`config.mk`:
```
export PLATFORM = sky130hd
export DESIGN_NAME = mulacc_periph
export DESIGN_NICKNAME = d
export VERILOG_FILES = /design/src/rtl/mulacc_pkg.sv /design/src/rtl/mulacc_ctrl.sv /design/src/rtl/mulacc_dpath.sv /design/src/rtl/mulacc_periph.sv
export SDC_FILE = /design/constraint.sdc
export NUM_CORES = 1
export LEC_CHECK = 0
export ABC_CLOCK_PERIOD_IN_PS = 7600
export BUFFER_PORTS_ARGS = -buffer_cell sky130_fd_sc_hd__buf_2
export CORE_UTILIZATION = 62
export CTS_CLUSTER_SIZE = 14
export DETAILED_ROUTE_END_ITERATION = 12
export PLACE_DENSITY = 0.85
export SLEW_MARGIN = 30
export SYNTH_ARGS = -nofsm -noshare
export SYNTH_HDL_FRONTEND = slang
export SYNTH_HIERARCHICAL = 1
export SYNTH_SLANG_ARGS = --single-unit
```
`constraint.sdc`:
```
create_clock -name clk -period 7.6 [get_ports clk]
set_input_delay 1.14 -clock clk [delete_from_list [all_inputs] [get_ports clk]]
set_output_delay 1.14 -clock clk [all_outputs]
set_load 0.02 [all_outputs]
```
`src/rtl/mulacc_pkg.sv`:
```
package mulacc_pkg;

  typedef struct packed {
    logic ldOp1;
    logic ldOp2;
    logic ldResLo;
    logic ldResHi;
    logic prodSigned;
    logic commit;
    logic commitSigned;
    logic commitAcc;
  } mulStrobes_t;

  typedef enum logic [2:0] {
    SEL_OP1,
    SEL_OP2,
    SEL_LO,
    SEL_HI,
    SEL_EXT,
    SEL_NONE
  } rdSel_t;

endpackage

```
`src/rtl/mulacc_ctrl.sv`:
```
module mulacc_ctrl
  import mulacc_pkg::*;
#(
  parameter int ADDR_W = 16,
  parameter logic [ADDR_W-1:0] BASE = 16'h0130,
  parameter int LAT = 3
) (
  input  logic              clk,
  input  logic              rstN,
  input  logic [ADDR_W-1:0] busAddr,
  input  logic              busWr,
  output mulStrobes_t       strb,
  output rdSel_t            rdSel,
  output logic              busy
);

  logic       hit;
  logic [2:0] word;
  logic       modeSignedQ;
  logic       modeAccQ;
  logic [LAT-1:0] vldQ;
  logic [LAT-1:0] sgnQ;
  logic [LAT-1:0] accQ;

  assign hit  = (busAddr[ADDR_W-1:4] == BASE[ADDR_W-1:4]) && !busAddr[0];
  assign word = busAddr[3:1];

  always_comb begin
    strb              = '0;
    strb.ldOp1        = busWr && hit && !word[2];
    strb.ldOp2        = busWr && hit && (word == 3'd4);
    strb.ldResLo      = busWr && hit && (word == 3'd5);
    strb.ldResHi      = busWr && hit && (word == 3'd6);
    strb.prodSigned   = sgnQ[0];
    strb.commit       = vldQ[LAT-1];
    strb.commitSigned = sgnQ[LAT-1];
    strb.commitAcc    = accQ[LAT-1];
  end

  always_comb begin
    if (!hit)             rdSel = SEL_NONE;
    else if (!word[2])    rdSel = SEL_OP1;
    else if (word == 3'd4) rdSel = SEL_OP2;
    else if (word == 3'd5) rdSel = SEL_LO;
    else if (word == 3'd6) rdSel = SEL_HI;
    else                  rdSel = SEL_EXT;
  end

  // mode chosen by the alias the first operand arrives at
  always_ff @(posedge clk or negedge rstN) begin
    if (!rstN) begin
      modeSignedQ <= 1'b0;
      modeAccQ    <= 1'b0;
    end else if (strb.ldOp1) begin
      modeSignedQ <= word[0];
      modeAccQ    <= word[1];
    end
  end

  // job tracking: one slot per cycle of latency
  always_ff @(posedge clk or negedge rstN) begin
    if (!rstN) begin
      vldQ[0] <= 1'b0;
      sgnQ[0] <= 1'b0;
      accQ[0] <= 1'b0;
    end else begin
      vldQ[0] <= strb.ldOp2;
      sgnQ[0] <= modeSignedQ;
      accQ[0] <= modeAccQ;
    end
  end

  for (genvar k = 1; k < LAT; k++) begin : g_track
    always_ff @(posedge clk or negedge rstN) begin
      if (!rstN) begin
        vldQ[k] <= 1'b0;
        sgnQ[k] <= 1'b0;
        accQ[k] <= 1'b0;
      end else begin
        vldQ[k] <= vldQ[k-1];
        sgnQ[k] <= sgnQ[k-1];
        accQ[k] <= accQ[k-1];
      end
    end
  end

  assign busy = |vldQ;

endmodule

```
`src/rtl/mulacc_dpath.sv`:
```
module mulacc_dpath
  import mulacc_pkg::*;
#(
  parameter int W   = 16,
  parameter int LAT = 3
) (
  input  logic        clk,
  input  logic        rstN,
  input  mulStrobes_t strb,
  input  logic [W-1:0] wdata,
  output logic [W-1:0] op1Q,
  output logic [W-1:0] op2Q,
  output logic [W-1:0] resLoQ,
  output logic [W-1:0] resHiQ,
  output logic [W-1:0] sumExtQ
);

  localparam int PW     = 2 * W;
  localparam int STAGES = LAT - 1;

  logic [PW-1:0] aWide, bWide, prodNext;
  logic [PW-1:0] prodPipe [STAGES];
  logic [PW-1:0] accVal;
  logic [PW:0]   sumFull;

  // sign-extend to full width when signed; low PW bits of product are exact
  assign aWide    = {{W{strb.prodSigned & op1Q[W-1]}}, op1Q};
  assign bWide    = {{W{strb.prodSigned & op2Q[W-1]}}, op2Q};
  assign prodNext = aWide * bWide;

  always_ff @(posedge clk or negedge rstN) begin
    if (!rstN) begin
      op1Q <= '0;
      op2Q <= '0;
    end else begin
      if (strb.ldOp1) op1Q <= wdata;
      if (strb.ldOp2) op2Q <= wdata;
    end
  end

  always_ff @(posedge clk or negedge rstN) begin
    if (!rstN) prodPipe[0] <= '0;
    else       prodPipe[0] <= prodNext;
  end

  for (genvar k = 1; k < STAGES; k++) begin : g_prod
    always_ff @(posedge clk or negedge rstN) begin
      if (!rstN) prodPipe[k] <= '0;
      else       prodPipe[k] <= prodPipe[k-1];
    end
  end

  assign accVal  = strb.commitAcc ? {resHiQ, resLoQ} : '0;
  assign sumFull = {1'b0, accVal} + {1'b0, prodPipe[STAGES-1]};

  // a completing operation takes precedence over a direct result write
  always_ff @(posedge clk or negedge rstN) begin
    if (!rstN) begin
      resLoQ  <= '0;
      resHiQ  <= '0;
      sumExtQ <= '0;
    end else if (strb.commit) begin
      resLoQ  <= sumFull[W-1:0];
      resHiQ  <= sumFull[PW-1:W];
      sumExtQ <= strb.commitSigned ? {W{sumFull[PW-1]}} : {{(W-1){1'b0}}, sumFull[PW]};
    end else begin
      if (strb.ldResLo) resLoQ <= wdata;
      if (strb.ldResHi) resHiQ <= wdata;
    end
  end

endmodule

```
`src/rtl/mulacc_periph.sv`:
```
module mulacc_periph
  import mulacc_pkg::*;
#(
  parameter int W = 16,
  parameter int ADDR_W = 16,
  parameter logic [ADDR_W-1:0] BASE = 16'h0130,
  parameter int LAT = 3
) (
  input  logic              clk,
  input  logic              rstN,
  input  logic [ADDR_W-1:0] busAddr,
  input  logic              busWr,
  input  logic              busRd,
  input  logic [W-1:0]      busWdata,
  output logic [W-1:0]      busRdata,
  output logic              busy
);

  mulStrobes_t strb;
  rdSel_t      rdSel;
  logic [W-1:0] op1Q, op2Q, resLoQ, resHiQ, sumExtQ;

  mulacc_ctrl #(.ADDR_W(ADDR_W), .BASE(BASE), .LAT(LAT)) uCtrl (
    .clk(clk), .rstN(rstN), .busAddr(busAddr), .busWr(busWr),
    .strb(strb), .rdSel(rdSel), .busy(busy)
  );

  mulacc_dpath #(.W(W), .LAT(LAT)) uDpath (
    .clk(clk), .rstN(rstN), .strb(strb), .wdata(busWdata),
    .op1Q(op1Q), .op2Q(op2Q), .resLoQ(resLoQ), .resHiQ(resHiQ), .sumExtQ(sumExtQ)
  );

  always_comb begin
    busRdata = '0;
    if (busRd) begin
      case (rdSel)
        SEL_OP1: busRdata = op1Q;
        SEL_OP2: busRdata = op2Q;
        SEL_LO:  busRdata = resLoQ;
        SEL_HI:  busRdata = resHiQ;
        SEL_EXT: busRdata = sumExtQ;
        default: busRdata = '0;
      endcase
    end
  end

endmodule

```
=== Word-level counts from Yosys, hierarchy flattened ===
Cells that the tools add are included.
Widths: inputs -> output; s select.

* Register bits after elaboration: 155
* Output and inout bits: 17
* Bits in latches: 0
* RAM bits: 0
* Bits in read-only memories: 0
* Word-level logic and storage cells: 55
* Memories: 0
* Bits of input ports: 36

* Divide/modulo/power cells: 0
* Shift operators: 0
* Magnitude comparators: 0
* $mul: 1
* Multiplexer cells: 13
* Equality and inequality tests: 8
* Bitwise gates (word level): 2
* Add/sub/neg operators: 1
* Reduce and logical (&&, ||, !) cells: 12

{| class="wikitable"
|+ Operators with widths
! kind !! count
|-
| $mux 16 || 6
|-
| $pmux 16 s5 || 1
|-
| $add 32x32->33 || 1
|-
| $mul 17x17->32 || 1
|-
| $mux 32 || 1
|-
| $mux 3 || 5
|-
| $eq 12x5->1 const B || 1
|-
| $eq 3x3->1 const B || 4
|-
| $eq 3x2->1 const B || 2
|-
| $logic_and 1x1->1 || 6
|-
| $reduce_bool 2->1 || 2
|-
| $eq 3x1->1 const B || 1
|-
| $logic_not 3->1 || 1
|-
| $reduce_or 3->1 || 1
|-
| $and 1x1->1 || 2
|-
| $logic_not 1->1 || 2
|}

=== Longest topological paths before layout ===
Gate-level depths: netlist (run 1).

* Depth in word-level cells: 9
* Mapped depth: 26
* Depth with buffers taken out: 24

=== Cells and area by module ===
The synthesis (run 1) kept the hierarchy.

{| class="wikitable"
|+ Modules (own cells, without submodules)
! module !! area each (sq um) !! seq. area each (sq um) !! instances !! cells each
|-
| mulacc_dpath || 16851.2 || 3253.1 || 1 || 1720
|-
| mulacc_periph || 1017.2 || 0.0 || 1 || 134
|-
| mulacc_ctrl || 506.7 || 275.3 || 1 || 38
|}

=== Worst setup path after synthesis (run 1) ===
OpenSTA, ideal clock, no wires.

* Kind: reg2reg
* From: register uDpath.op2Q[8]
* To: register uDpath/prodPipe[60] (netlist name)
* Buffers on the path: 2
* Cell stages (with the launch flop): 24
* Path slack: 1634 ps
* Data arrival time: 5838 ps
* Required time: 7472 ps
* Clock period less this slack: 5966 ps
* Library setup time: 128 ps
* Cells stage by stage: dfrtp_1 -> clkbuf_1 -> clkbuf_1 -> nand2_1 -> fa_1 -> inv_1 -> fa_1 -> inv_1 -> fa_1 -> inv_1 -> fa_1 -> fa_1 -> inv_1 -> fa_1 -> inv_1 -> ha_1 -> a21o_1 -> a21o_1 -> a2111oi_0 -> o31a_1 -> or2_2 -> o311a_1 -> a21oi_1 -> xor2_1

* Cells in the longest elaborated chain, start to end: 1

{| class="wikitable"
|+ Ends and longest elaborated chain
! what !! line !! source
|-
| start, declared || mulacc_dpath.sv:12 || <nowiki>output logic [W-1:0] op2Q,</nowiki>
|-
| start signal, assigned || mulacc_dpath.sv:37 || <nowiki>if (strb.ldOp2) op2Q <= wdata;</nowiki>
|-
| $mul 17x17->32 || mulacc_dpath.sv:29 || <nowiki>assign prodNext = aWide * bWide;</nowiki>
|-
| via uDpath.prodNext[28] || mulacc_dpath.sv:21 || <nowiki>logic [PW-1:0] aWide, bWide, prodNext;</nowiki>
|-
| end, declared || mulacc_dpath.sv:22 || <nowiki>logic [PW-1:0] prodPipe [STAGES];</nowiki>
|}

The timed path passes the listed nets, and every way through them passes these cells.
A chain may end at the register's enable or synchronous reset.

=== Final worst setup path (run 1) ===
* From: register uDpath.op2Q[0]
* To: register uDpath/prodPipe[59] (netlist name)

Same word-level chain as after synthesis.

==> results of run 1 <==
[power by group]
part	leakage (uW)	switching (uW)	total, uW	internal (uW)
Sequential	0.00190	0.904	751	751
Combinational	0.00789	31.4	41.6	10.2
Clock	0.000290	381	856	476
Total	0.0101	413	1650	1240
[worst max path at each step]
stage                               endpoint  slack, ns  cells after the start
3_3_place_gp   uDpath/prodPipe[59]$_DFF_PN0_       0.58                     18
3_5_place_dp   uDpath/prodPipe[59]$_DFF_PN0_       0.58                     18
2_1_floorplan  uDpath/prodPipe[60]$_DFF_PN0_       1.63                     23
4_1_cts        uDpath/prodPipe[59]$_DFF_PN0_       0.52                     18
6_report       uDpath/prodPipe[59]$_DFF_PN0_       0.40                     18
5_1_grt        uDpath/prodPipe[59]$_DFF_PN0_       0.28                     18
[final cells by class]
type | count | area share, %
clock buffer | 19 | 2.28
antenna | 2 | 0.0257
sequential | 141 | 18.2
multi-input combinational | 1304 | 67.2
inverter | 345 | 6.66
tap | 384 | 2.47
clock inverter | 13 | 0.759
timing repair buffer | 79 | 2.43
[cells in the final DEF (no fill, tap or decap), types with 16 or more instances in the layout]
cell type / n
and2_1: 159
xnor2_1: 35
mux2i_1: 37
xor2_1: 22
nor2_1: 42
nand2_1: 183
buf_2: 51
clkbuf_16: 17
nor2b_1: 20
fa_1: 283
nor3_1: 16
dfrtp_1: 140
ha_1: 114
o21a_1: 27
inv_1: 345
nand3b_1: 33
mux2_2: 33
buf_4: 26
a21o_1: 16
o21ai_0: 33
a21oi_1: 65
a211oi_1: 21
[through the flow]
stage / instance area (sq um) / util [%] / cells / worst slack (ns)
global placement: 18800 / 65.1 / 2253 / 0.584
global route: 19400 / 67.2 / 2285 / 0.276
floorplan: 18400 / - / 1892 / 1.63
finish: 19400 / 67.2 / 2287 / 0.398
detailed placement: 18800 / 65.1 / 2253 / 0.580
CTS: 19400 / 67.2 / 2285 / 0.524
[cell families after synthesis]
logic type | count (synthesis) | share of synthesized area [%]
adders and majority gates | 397 | 38.6
DFF | 141 | 19.2
muxes | 72 | 4.16
buffers and inverters | 447 | 9.83
and+or+nand+nor | 534 | 15.7
AOI/OAI and AO/OA | 244 | 9.82
xor gates and xnor gates | 57 | 2.72
[worst reg2reg max path, stage by stage (launching register included)]
cell and delay, ns:
dfrtp_1 0.88, and3_1 0.33, ha_1 0.35, fa_1 0.98, inv_1 0.34, fa_1 0.58
inv_1 0.06, fa_1 0.54, inv_1 0.05, fa_1 0.49, inv_1 0.08, ha_1 0.36
nand2_1 0.11, or3_1 0.54, o31ai_1 0.59, buf_4 0.26, nand2b_1 0.06, a31o_2 0.25
xnor2_1 0.25
[flip-flops by register name, indices dropped and copies added (netlist names)]
| name | cells |
|---|---|
| uCtrl/modeSignedQ | 1 |
| uDpath/sumExtQ | 2 |
| uDpath/resHiQ | 16 |
| uCtrl/strb | 4 |
| uCtrl/accQ | 2 |
| uCtrl/vldQ | 2 |
| uDpath/resLoQ | 16 |
| uDpath/op1Q | 16 |
| uCtrl/sgnQ | 1 |
| uCtrl/modeAccQ | 1 |
| uDpath/prodPipe | 64 |
| uDpath/op2Q | 16 |
[layer usage]
| layer | up-vias | global-route usage (%) |
|---|---|---|
| li1 | 5950 | - |
| met1 | 7023 | 46.1 |
| met2 | 872 | 56.4 |
| met3 | 190 | 8.22 |
| met4 | 0 | 14.2 |
| met5 | - | 0 |
==> key figures, run 1 <==
Status
  • Status: completed

Drt
  • Routed len/inst: roughly 22 um
  • DRC: 0
  • Wire length on met2: around 23,000 um
  • Via/cell ratio: around 6.1
  • First-pass DRT Iterations: 6
  • Wirelength, routed: approximately 50,000 um
  • Max layer used: met4
  • Post-Route M1 WL: 19,500 um
  • Via count: 14.0k
  • WL met3: approximately 5100 um
  • Post-DRT Antenna Nets: 0
  • Starting DRT DRC Count: ~1.7k

Floorplan
  • Core ar.: between 0.02 and 0.03 sq mm
  • IO Pins: 53
  • Die Width: between 150 and 200 um
  • Initial Util: 63.5%
  • Die Ht: ~170 um
  • Rows: 62
  • Die footprint: between 0.03 and 0.04 sq mm

Global route
  • GRT Total Usage: between 30% and 40%
  • Total gr overflow: 0
  • First-pass GRT wire length: 81,100 um
  • Number of global-route vias before repair: between 10k and 15k
  • Antenna violations before repair: 3
  • Largest net degree at the start of global routing: 83

Synthesis
  • Synth top area share: a little under a third
  • Top FF cell, synth: dfrtp_1
  • Top-count cell post-synth: inv_1
  • Largest area contributor in the netlist: fa_1
  • Seq/Total Area, Yosys: between 15 and 20%
  • #FFs+latches synth: around 140
  • Syn Inst Count: 1,892
  • Post-Syn Nets: approximately 2.3k
  • Synth Area per Inst: just under 10 sq um
  • Ys Warns: 6
  • Cell variety after synth: 89
  • Post-synth top cells: 345 x inv_1, 283 x fa_1, 183 x nand2_1
  • FFs w/ async S/R, synth: 100%
  • Dominant cells by area after synthesis: fa_1 31%, dfrtp_1 19%, ha_1 7.8%
  • Post-synth EDFFs: 0
  • Post-Syn Area: ~0.018 sq mm

Placed design
  • DP HPWL: roughly 37,000 um
  • Final RePlAce weighted congestion: ~0.95
  • Port bufs: 52

Hold path
  • Hold Crit Class: flop to flop
  • Min-Delay Endpoint: uDpath/prodPipe[17]$_DFF_PN0_
  • Hold Path Depth: 0
  • Hold path startpoint: uDpath/prodPipe[49]$_DFF_PN0_

Clock tree
  • Clock latency on the worst-skew pair: ~0.44 ns
  • Post-CTS Resized: 0
  • Hold buffers post-CTS: 0
  • Setup bufs post-CTS: 0
  • CTS Root Cell: clkbuf_16
  • CTS buffer count: 17
  • Clk pin slew, worst setup/hold paths: 0.07 ns
  • CTS tree: built
  • Clock Sink Count: ~140
  • H-tree Lvls: 4
  • Clock Tree Buf Depth: 2

STA
  • Max_slew headroom: around 34%
  • Endpoints failing hold: 0
  • Final worst-path cycle share: between 90% and 100%
  • Setup tns final: 0 ns
  • Worst slew pin tran: ~0.99 ns
  • Worst hold margin: 0.345 ns
  • Setup skew after layout: ~0.011 ns
  • Final setup vio count: 0
  • Fin. max-slew vios: 0
  • Min Tclk post-route: approximately 7.2 ns
  • RSZ-0062 raised after global routing: no
  • Max Clk Rate: approximately 140 MHz

Final layout
  • Area growth from synthesis to layout: 5.79%
  • Seq. cell area: between 0.003 and 0.004 sq mm
  • Fill cell count: ~2.1k
  • Nets: 2,321
  • Share of cells above drive strength 1: 10.3%
  • Area of the multi-input gates: around 0.013 sq mm

Worst setup path
  • Critical path type: flop to flop
  • Critical path's largest stage delay: 0.98 ns
  • Critical Path RT: approximately 7.9 ns
  • Top delay family on crit path: adder cells
  • Critical path buffers and inverters: 5
  • R2R Path End: uDpath/prodPipe[59]$_DFF_PN0_
  • Worst reg2reg path depth: 18
  • CP max stage cell: fa_1
  • Crit. End Element: flop
  • Crit path from: uDpath/op2Q[0]$_DFFE_PN0P_
  • CP Launch Type: flop
  • Critical path fanouts, max: 19
  • Worst reg2reg startpoint: uDpath/op2Q[0]$_DFFE_PN0P_
  • Worst-path cell chain: and3_1 > ha_1 > fa_1 > inv_1 > fa_1 > inv_1 > fa_1 > inv_1 > fa_1 > inv_1 > ha_1 > nand2_1 > or3_1 > o31ai_1 > buf_4 > nand2b_1 > a31o_2 > xnor2_1
  • Arrival time at the worst endpoint: ~7.5 ns
  • Worst reg2reg setup slack: approximately 0.40 ns

Job
  • # Max-Cap Violations: 0

Power and ir drop
  • LEAKAGE: roughly 0.01 uW
  • Peak VDD IR: between 0.0001 and 0.00015 V
  • Power Density: around 85 mW/mm^2
  • Tot Pwr: 1650 uW
Power figures use the tool's default switching activity.
==> inputs of run 2 (changes only) <==
==> constraint.sdc (replaced) <==
create_clock -name clk -period 7.6 [get_ports clk]
set_input_delay 0.38 -clock clk [delete_from_list [all_inputs] [get_ports clk]]
set_output_delay 0.38 -clock clk [all_outputs]
set_load 0.02 [all_outputs]
==> run 2 against run 1 <==
  * Flip-flop and latch count stayed put
  * Global-route usage unchanged
  * Clock skew about the same
  * Non-clock buffer count increased by 1
  * Critical path depth unchanged
  * Clock power hardly changed
  * Via count rose by 0.77%
  * Final cell count about the same
  * Power is essentially flat
==> key figures, run 2 (synthesized netlist as in run 1, its figures left out) <==
Final layout
  • Share of cells above drive strength 1: 10.3% (about the same)
  • Max reg flops: 64 (unchanged)
  • Area of the multi-input gates: 0.0131 sq mm (unchanged)
  • Nets: 2,322 (+0.043%)
  • Largest Register: uDpath/prodPipe
  • Area growth from synthesis to layout: 5.85% (about the same)
  • Commonest non-fill, non-tap cells in the layout: 345 x inv_1, 283 x fa_1, 183 x nand2_1
  • Seq. cell area: 0.00353 sq mm (unchanged)
  • Commonest non-fill, non-tap cell in the layout: inv_1
  • Fill cell count: 2,092 (-0.048%)

STA
  • Worst hold margin: 0.231 ns (-0.114 ns)
  • Final setup vio count: 0 (unchanged)
  • Final worst-path cycle share: 94.3% (-0.41 points)
  • Setup tns final: 0 ns (unchanged)
  • Worst slew pin tran: 1.02 ns (+0.0233 ns)
  • Max Clk Rate: 139 MHz (+0.43%)
  • Max_slew headroom: 32.1% (-1.6 points)
  • Endpoints failing hold: 0 (unchanged)
  • RSZ-0062 raised after global routing: no
  • Setup skew after layout: 0.0108 ns (-0.0000907 ns)
  • Fin worst setup slack: 0.430 ns (+0.0310 ns)
  • Min Tclk post-route: 7.17 ns (-0.0310 ns)
  • Fin. max-slew vios: 0 (unchanged)

Power and ir drop
  • LEAKAGE: 0.0101 uW (about the same)
  • Power Density: 84.9 mW/mm^2 (about the same)
  • Peak VDD IR: 0.000128 V (+0.73%)
  • Tot Pwr: 1650 uW (about the same)

Floorplan
  • Die Ht: 174 um (unchanged)
  • Core ar.: 0.0289 sq mm (unchanged)
  • Rows: 62 (unchanged)
  • Initial Util: 63.5% (unchanged)
  • Die footprint: 0.0303 sq mm (unchanged)
  • IO Pins: 53 (unchanged)
  • Die Width: 174 um (unchanged)

Drt
  • Via count: 14.1k (+0.77%)
  • Starting DRT DRC Count: 1,673 (+0.24%)
  • Routed len/inst: 21.9 um (+0.36%)
  • Wirelength, routed: 50,200 um (+0.40%)
  • DRC: 0 (unchanged)
  • Via/cell ratio: 6.18 (+0.73%)
  • First-pass DRT Iterations: 6 (unchanged)
  • Post-DRT Antenna Nets: 0 (unchanged)

Clock tree
  • CTS buffer count: 17 (unchanged)
  • Clock Tree Buf Depth: 2 (unchanged)
  • Clk pin slew, worst setup/hold paths: 0.07 ns (about the same)
  • H-tree Lvls: 4 (unchanged)
  • CTS Root Cell: clkbuf_16
  • Clock latency on the worst-skew pair: 0.44 ns (about the same)
  • Clock Sink Count: 141 (unchanged)
  • CTS tree: built

Worst setup path
  • Worst reg2reg setup slack: 0.43 ns (+0.03 ns)
  • R2R Path End: uDpath/prodPipe[59]$_DFF_PN0_
  • Worst setup endpoint: uDpath/prodPipe[59]$_DFF_PN0_
  • Critical path buffers and inverters: 5 (unchanged)
  • Critical Path Stages: 18 (unchanged)
  • Worst reg2reg path depth: 18 (unchanged)
  • CP max stage cell: fa_1
  • Critical path fanouts, max: 19 (unchanged)
  • Critical path type: flop to flop
  • Crit path from: uDpath/op2Q[0]$_DFFE_PN0P_
  • Worst-path cell chain: and3_1 > ha_1 > fa_1 > inv_1 > fa_1 > inv_1 > fa_1 > inv_1 > fa_1 > inv_1 > ha_1 > nand2_1 > or3_1 > o31ai_1 > buf_4 > nand2b_1 > a31o_2 > xnor2_1
  • Critical Path RT: 7.92 ns (about the same)
  • Critical path's largest stage delay: 0.97 ns (about the same)
  • CP Launch Type: flop
  • Arrival time at the worst endpoint: 7.49 ns (-0.03 ns)
  • Crit. End Element: flop
  • Top delay family on crit path: adder cells
  • Worst reg2reg startpoint: uDpath/op2Q[0]$_DFFE_PN0P_

Global route
  • First-pass GRT wire length: 81,100 um (unchanged)
  • Number of global-route vias before repair: 14.9k (unchanged)
  • Total gr overflow: 0 (unchanged)
  • GRT Total Usage: 35.1% (unchanged)
  • Largest net degree at the start of global routing: 83 (unchanged)
  • Antenna violations before repair: 3 (unchanged)

Placed design
  • DP HPWL: 37,000 um (unchanged)
  • Dpl ws: 0.580 ns (unchanged)
  • Final RePlAce weighted congestion: 0.953 (unchanged)
  • Port bufs: 52 (unchanged)

Job
  • # Max-Cap Violations: 0 (unchanged)

Status
  • Status: completed

Hold path
  • Hold Crit Class: input port to flop
## run 2: changes by cell type in the layout (fill, tap and decap cells not counted)
cell           previous run  this run
dlygate4sd3_1             0         1
## run 2: power breakdown
group / switching, uW / leakage, uW / total (uW) / internal (uW)
clock network: 382 / 0.000290 / 857 / 476
registers: 0.911 / 0.00190 / 751 / 750
logic: 31.4 / 0.00790 / 41.9 / 10.5
## run 2: routing by layer
metal,vias up,track usage [%],wire length [um]
li1,5962,-,-
met1,7143,46.1,19500
met2,864,56.4,23500
met3,174,8.22,5180
met4,0,14.2,2080
met5,-,0,0
## run 2: timing repair
action	4_1_cts	5_1_grt
hold endpoints to repair	59	0
gates resized for setup	0	0
hold buffers	1	0
buffers inserted	0	0
## run 2: final cells by class
class | count | share of cell area (%)
multi-input cells | 1304 | 67.2
flip-flops and latches | 141 | 18.2
inverters | 345 | 6.66
repair buffers | 80 | 2.48
well taps | 384 | 2.47
clock buffers | 19 | 2.28
clock inverters | 13 | 0.759
diodes | 2 | 0.0257
## run 2: how the worst min path moves through the flow
stage,start,end,slack [ns],cells past startpoint
floorplan,rstN,uCtrl/accQ[0]$_DFF_PN0_,0.08,0
global placement,uCtrl/sgnQ[1]$_DFF_PN0_,uCtrl/strb[1]$_DFF_PN0_,0.33,0
detailed placement,uDpath/prodPipe[37]$_DFF_PN0_,uDpath/prodPipe[5]$_DFF_PN0_,0.33,0
CTS,busWdata[0],uDpath/op1Q[0]$_DFFE_PN0P_,0.22,2
global route,busWdata[0],uDpath/op1Q[0]$_DFFE_PN0P_,0.23,2
finish,busWdata[0],uDpath/op1Q[0]$_DFFE_PN0P_,0.23,2
## run 2: stage by stage
| stage | cell area, sq um | utilization [%] | cells |
|---|---|---|---|
| after floorplan | 18400 | - | 1892 |
| after global placement | 18800 | 65.1 | 2253 |
| after detailed placement | 18800 | 65.1 | 2253 |
| after CTS | 19400 | 67.2 | 2286 |
| after global routing | 19400 | 67.2 | 2286 |
| final | 19400 | 67.2 | 2288 |
